## src/rtl/alu6502_pkg.sv

```systemverilog
package alu6502_pkg;
  typedef enum logic [3:0] {
    OP_ADC  = 4'd0,  OP_SBC  = 4'd1,  OP_CMPA = 4'd2,  OP_CMPX = 4'd3,
    OP_AND  = 4'd4,  OP_ORA  = 4'd5,  OP_EOR  = 4'd6,  OP_BIT  = 4'd7,
    OP_INC  = 4'd8,  OP_DEC  = 4'd9,  OP_ASL  = 4'd10, OP_LSR  = 4'd11,
    OP_ROL  = 4'd12, OP_ROR  = 4'd13, OP_AXS  = 4'd14, OP_RSVD = 4'd15
  } op_e;

  typedef enum logic [1:0] {
    DST_NONE = 2'd0, DST_ACC = 2'd1, DST_X = 2'd2, DST_OPND = 2'd3
  } dest_e;

  // low two op bits select these directly
  typedef enum logic [1:0] {
    SH_ROL = 2'd0, SH_ROR = 2'd1, SH_ASL = 2'd2, SH_LSR = 2'd3
  } shift_e;

  typedef enum logic [1:0] {
    LG_AND = 2'd0, LG_ORA = 2'd1, LG_EOR = 2'd2, LG_TST = 2'd3
  } logic_e;
endpackage

```

## src/rtl/alu_addsub.sv

```systemverilog
module alu_addsub #(
  parameter int W = 8
) (
  input  logic [W-1:0] a_i,
  input  logic [W-1:0] b_i,
  input  logic         cin_i,
  input  logic         inv_b_i,
  output logic [W-1:0] sum_o,
  output logic         cout_o,
  output logic         ovf_o
);
  localparam int MSB = W - 1;

  logic [W-1:0] b_eff;
  logic [W:0]   full;

  assign b_eff  = inv_b_i ? ~b_i : b_i;
  assign full   = {1'b0, a_i} + {1'b0, b_eff} + {{W{1'b0}}, cin_i};
  assign sum_o  = full[MSB:0];
  assign cout_o = full[W];
  assign ovf_o  = (a_i[MSB] == b_eff[MSB]) && (full[MSB] != a_i[MSB]);
endmodule

```

## src/rtl/alu_logic.sv

```systemverilog
module alu_logic #(
  parameter int W = 8
) (
  input  alu6502_pkg::logic_e sel_i,
  input  logic [W-1:0]        a_i,
  input  logic [W-1:0]        b_i,
  output logic [W-1:0]        y_o
);
  import alu6502_pkg::*;

  always_comb begin
    unique case (sel_i)
      LG_ORA:  y_o = a_i | b_i;
      LG_EOR:  y_o = a_i ^ b_i;
      default: y_o = a_i & b_i;  // AND and bit test
    endcase
  end
endmodule

```

## src/rtl/alu_shift.sv

```systemverilog
module alu_shift #(
  parameter int W = 8
) (
  input  alu6502_pkg::shift_e mode_i,
  input  logic [W-1:0]        d_i,
  input  logic                cin_i,
  output logic [W-1:0]        q_o,
  output logic                cout_o
);
  import alu6502_pkg::*;

  localparam int MSB = W - 1;

  logic fill;

  always_comb begin
    fill = (mode_i == SH_ROL || mode_i == SH_ROR) ? cin_i : 1'b0;
    if (mode_i == SH_ROL || mode_i == SH_ASL) begin
      q_o    = {d_i[MSB-1:0], fill};
      cout_o = d_i[MSB];
    end else begin
      q_o    = {fill, d_i[MSB:1]};
      cout_o = d_i[0];
    end
  end
endmodule

```

## src/rtl/alu6502_core.sv

```systemverilog
module alu6502_core #(
  parameter int W = 8
) (
  input  logic [3:0]   op_i,
  input  logic [W-1:0] acc_i,
  input  logic [W-1:0] x_i,
  input  logic [W-1:0] opnd_i,
  input  logic         n_i,
  input  logic         v_i,
  input  logic         z_i,
  input  logic         c_i,
  output logic [W-1:0] result_o,
  output logic         n_o,
  output logic         v_o,
  output logic         z_o,
  output logic         c_o,
  output logic [1:0]   dest_o
);
  import alu6502_pkg::*;

  localparam int MSB = W - 1;

  op_e          op;
  logic [W-1:0] add_a, add_b, add_sum;
  logic         add_cin, add_inv, add_cout, add_ovf;
  logic [W-1:0] lg_y, sh_q;
  logic         sh_c;
  logic         upd_zn;
  dest_e        dest;

  assign op = op_e'(op_i);

  always_comb begin
    add_a   = acc_i;
    add_b   = opnd_i;
    add_cin = c_i;
    add_inv = 1'b0;
    unique case (op)
      OP_SBC:  add_inv = 1'b1;
      OP_CMPA: begin add_cin = 1'b1; add_inv = 1'b1; end
      OP_CMPX: begin add_a = x_i; add_cin = 1'b1; add_inv = 1'b1; end
      OP_AXS:  begin add_a = acc_i & x_i; add_cin = 1'b1; add_inv = 1'b1; end
      OP_INC:  begin add_a = opnd_i; add_b = '0; add_cin = 1'b1; end
      OP_DEC:  begin add_a = opnd_i; add_b = '0; add_cin = 1'b0; add_inv = 1'b1; end
      default: ;
    endcase
  end

  alu_addsub #(.W(W)) u_addsub (
    .a_i    (add_a),
    .b_i    (add_b),
    .cin_i  (add_cin),
    .inv_b_i(add_inv),
    .sum_o  (add_sum),
    .cout_o (add_cout),
    .ovf_o  (add_ovf)
  );

  alu_logic #(.W(W)) u_logic (
    .sel_i(logic_e'(op_i[1:0])),
    .a_i  (acc_i),
    .b_i  (opnd_i),
    .y_o  (lg_y)
  );

  alu_shift #(.W(W)) u_shift (
    .mode_i(shift_e'(op_i[1:0])),
    .d_i   (opnd_i),
    .cin_i (c_i),
    .q_o   (sh_q),
    .cout_o(sh_c)
  );

  always_comb begin
    result_o = acc_i;
    n_o      = n_i;
    v_o      = v_i;
    z_o      = z_i;
    c_o      = c_i;
    dest     = DST_NONE;
    upd_zn   = 1'b0;
    unique case (op)
      OP_ADC, OP_SBC: begin
        result_o = add_sum; c_o = add_cout; v_o = add_ovf;
        upd_zn = 1'b1; dest = DST_ACC;
      end
      OP_CMPA, OP_CMPX: begin
        result_o = add_sum; c_o = add_cout; upd_zn = 1'b1;
      end
      OP_AXS: begin
        result_o = add_sum; c_o = add_cout; upd_zn = 1'b1; dest = DST_X;
      end
      OP_AND, OP_ORA, OP_EOR: begin
        result_o = lg_y; upd_zn = 1'b1; dest = DST_ACC;
      end
      OP_BIT: begin
        result_o = lg_y;
        n_o = opnd_i[MSB];
        v_o = opnd_i[MSB-1];
      end
      OP_INC, OP_DEC: begin
        result_o = add_sum; upd_zn = 1'b1; dest = DST_OPND;
      end
      OP_ASL, OP_LSR, OP_ROL, OP_ROR: begin
        result_o = sh_q; c_o = sh_c; upd_zn = 1'b1; dest = DST_OPND;
      end
      default: ;
    endcase
    if (upd_zn) n_o = result_o[MSB];
    if (upd_zn || op == OP_BIT) z_o = (result_o == '0);
  end

  assign dest_o = dest;
endmodule

```

## config.mk

```make
export PLATFORM = sky130hd
export DESIGN_NAME = alu6502_core
export DESIGN_NICKNAME = d
export VERILOG_FILES = /design/src/rtl/alu6502_pkg.sv /design/src/rtl/alu_addsub.sv /design/src/rtl/alu_logic.sv /design/src/rtl/alu_shift.sv /design/src/rtl/alu6502_core.sv
export SDC_FILE = /design/constraint.sdc
export NUM_CORES = 1
export LEC_CHECK = 0
export ABC_AREA = 1
export ABC_CLOCK_PERIOD_IN_PS = 7300
export BUFFER_PORTS_ARGS = -buffer_cell sky130_fd_sc_hd__buf_2
export CAP_MARGIN = 5
export CORE_MARGIN = 4
export CORE_UTILIZATION = 45
export DETAILED_ROUTE_END_ITERATION = 6
export PLACE_DENSITY = 0.73
export RECOVER_POWER = 50
export SLEW_MARGIN = 30
export SYNTH_ARGS = -nofsm -noshare
export SYNTH_HDL_FRONTEND = slang
export SYNTH_SLANG_ARGS = --single-unit
```

## constraint.sdc

```tcl
create_clock -name vclk -period 7.3
set_input_delay 0 -clock vclk [all_inputs]
set_output_delay 0 -clock vclk [all_outputs]
set_load 0.01 [all_outputs]
```

==> impl_metrics.yaml <==
run_status:
  status: "finished clean"
floorplan:
  row_count: 23
  initial_core_util: 0.480
  die_h_um: 74.5
  core-area_um2: 4140
  die_w_um: 74.5
  ios: 46
  dieArea_um2: 5550
logic_synthesis:
  yosys-top-cells-area: "ha_1 (18%), nand2_1 (16%), inv_1 (11%)"
  synth_top_area_frac: 0.176
  yosys.area.top_type: "ha_1"
  yosysSeqAreaShare: 0
  ys_types: 33
  synth_cells: 347
  syn_area_um2: 1990
  syn_avg_cell_area_um2: 5.73
  synthesis.nets: 409
  yosys_warnings: 0
cells_and_area:
  layout-drive-gt1-share: 0.217
  seqCellArea_um2: 0
  nNetsFinal: 451
  flops_and_latches: 0
  nClkBuffers: 0
  layoutNonFillerInstCount: 437
  syn2layout_area_growth_pct: 10.8
  multi_input_area_um2: 1670
  final_common_cell: "nand2_1"
  diodes: 0
  fill_cells: 455
  final_cell_mix: "nand2_1 (85), inv_1 (56), buf_2 (44), nor2_1 (41), ha_1 (28)"
setup_path:
  cp.arrival_ns: 4.16
  cp.required_ns: 7.30
  path_max_fanout: 11
  worstSetupStartpointType: "primary input"
  endpoint_kind: "output pin"
  path_class: "in2out"
power:
  p_leak_uw: 0.00130
  power_density_nw_per_um2: 102
  ir_worst_vdd_mv: 0.0382
  p_total_uw: 225
global_route:
  grt_usage: 0.234
  grt-ovfl-total: 0
  grt_pass1_vias: 2217
  antenna_found_initial: 0
  grt_max_degree: 15
  grt_pass1_wl_um: 10400
timing:
  setup_violations: 0
  hold_viol_final: 0
  max_slew.worst_pin.slew_ns: 0.562
  slew_viol_final: 0
  rsz0062_at_grt: "no"
  fin_crit_sh: 0.569
  tns_ns: 0
  finalCriticalPeriod_ns: 4.16
  slew_headroom: 0.625
  fmax_mhz: 241
place:
  port_buffers: 46
  gp_congestion: 0.948
  post-dp-hpwl_um: 5130
  placed_cells: 437
clocking:
  hold_buffers: 0
  postCtsSetupBuffers: 0
  cts_resized: 0
detailed_routing:
  num_vias: 2324
  via_per_inst: 5.32
  first_pass_iters: 5
  drtAntennaViolNets: 0
  drc: 0
  wl_per_cell_um: 14.2
  drtIter0Drc: 136
  drt-total-wl_um: 6200
min_path:
  hp-class: "in2out"
run:
  maxCapViolations: 0
==> kinds of logic (layout without fill, tap and decap cells) <==
| kind of cell | after synthesis | after routing | synth area share |
|---|---|---|---|
| XOR/XNOR | 9 | 9 | 0.0396 |
| buffers and inverters | 69 | 109 | 0.147 |
| adder cells (fa/ha/maj) | 30 | 30 | 0.196 |
| AO/OA/AOI/OAI | 50 | 50 | 0.153 |
| AND/OR/NAND/NOR | 189 | 189 | 0.464 |
==> metal layers <==
metal	wire length, µm	vias up	global-route usage	part of all wire
met5	0	-	0	0
met4	36	0	0.0277	0.0058
met3	438	4	0.00405	0.071
met2	2880	96	0.411	0.46
met1	2840	1025	0.329	0.46
li1	-	1199	-	-
==> Yosys cell counts (3+ instances only) <==
cell type and number:
a21oi_1 7, buf_2 3, buf_6 3, ha_1 28, inv_1 56, inv_2 5, nand2_1 83, nand2_2 11
nand3_1 25, nand4_1 6, nor2_1 40, nor2_2 7, nor2_4 4, o211ai_1 4, o21ai_0 22, o21ai_1 3
o21ai_2 3, o221ai_1 7, or2_2 4, xor2_1 8
==> power by group <==
part | internal (µW) | leakage, µW | switching (µW) | total [µW]
combinational | 82.0 | 0.00130 | 143 | 225
clock | 0 | 0 | 0 | 0
sequential | 0 | 0 | 0 | 0
total | 82.0 | 0.00130 | 143 | 225
==> area by class of cell <==
type	instances	area share
Inverter	63	0.110
Tap cell	50	0.0284
Timing Repair Buffer	46	0.103
Multi-Input combinational cell	278	0.758
==> stage by stage <==
step	setup slack, ns	cell area [µm²]	util	hold slack, ns
after floorplan	4.54	1990	-	0.122
after global placement	3.95	2230	0.539	0.291
after detailed placement	3.83	2230	0.539	0.286
after CTS	3.81	2230	0.539	0.288
after global routing	2.69	2200	0.532	0.330
final	3.14	2200	0.532	0.283
==> critical path, stage by stage <==
cell        delay (ns)
buf_2             0.12
inv_1             0.07
ha_1              0.31
clkinvlp_2        0.39
nand2_1           0.27
nand2_1           0.32
nand3_1           0.38
o21ai_0           0.15
nand2_1           0.08
o221ai_1          0.13
fa_1              0.51
fa_1              0.44
or2_2             0.29
nand3_1           0.08
nand2_1           0.06
nor2_1            0.12
nand2_1           0.09
nor2_1            0.12
nand2_1           0.06
nand2_1           0.05
buf_2             0.12
==> final timing paths <==
kind  slack (ns)  cells after the start  startpoint  end
max         3.14                     21     op_i[1]  z_o
min         0.28                      4         z_i  z_o
(Power assumes the default switching activity.)
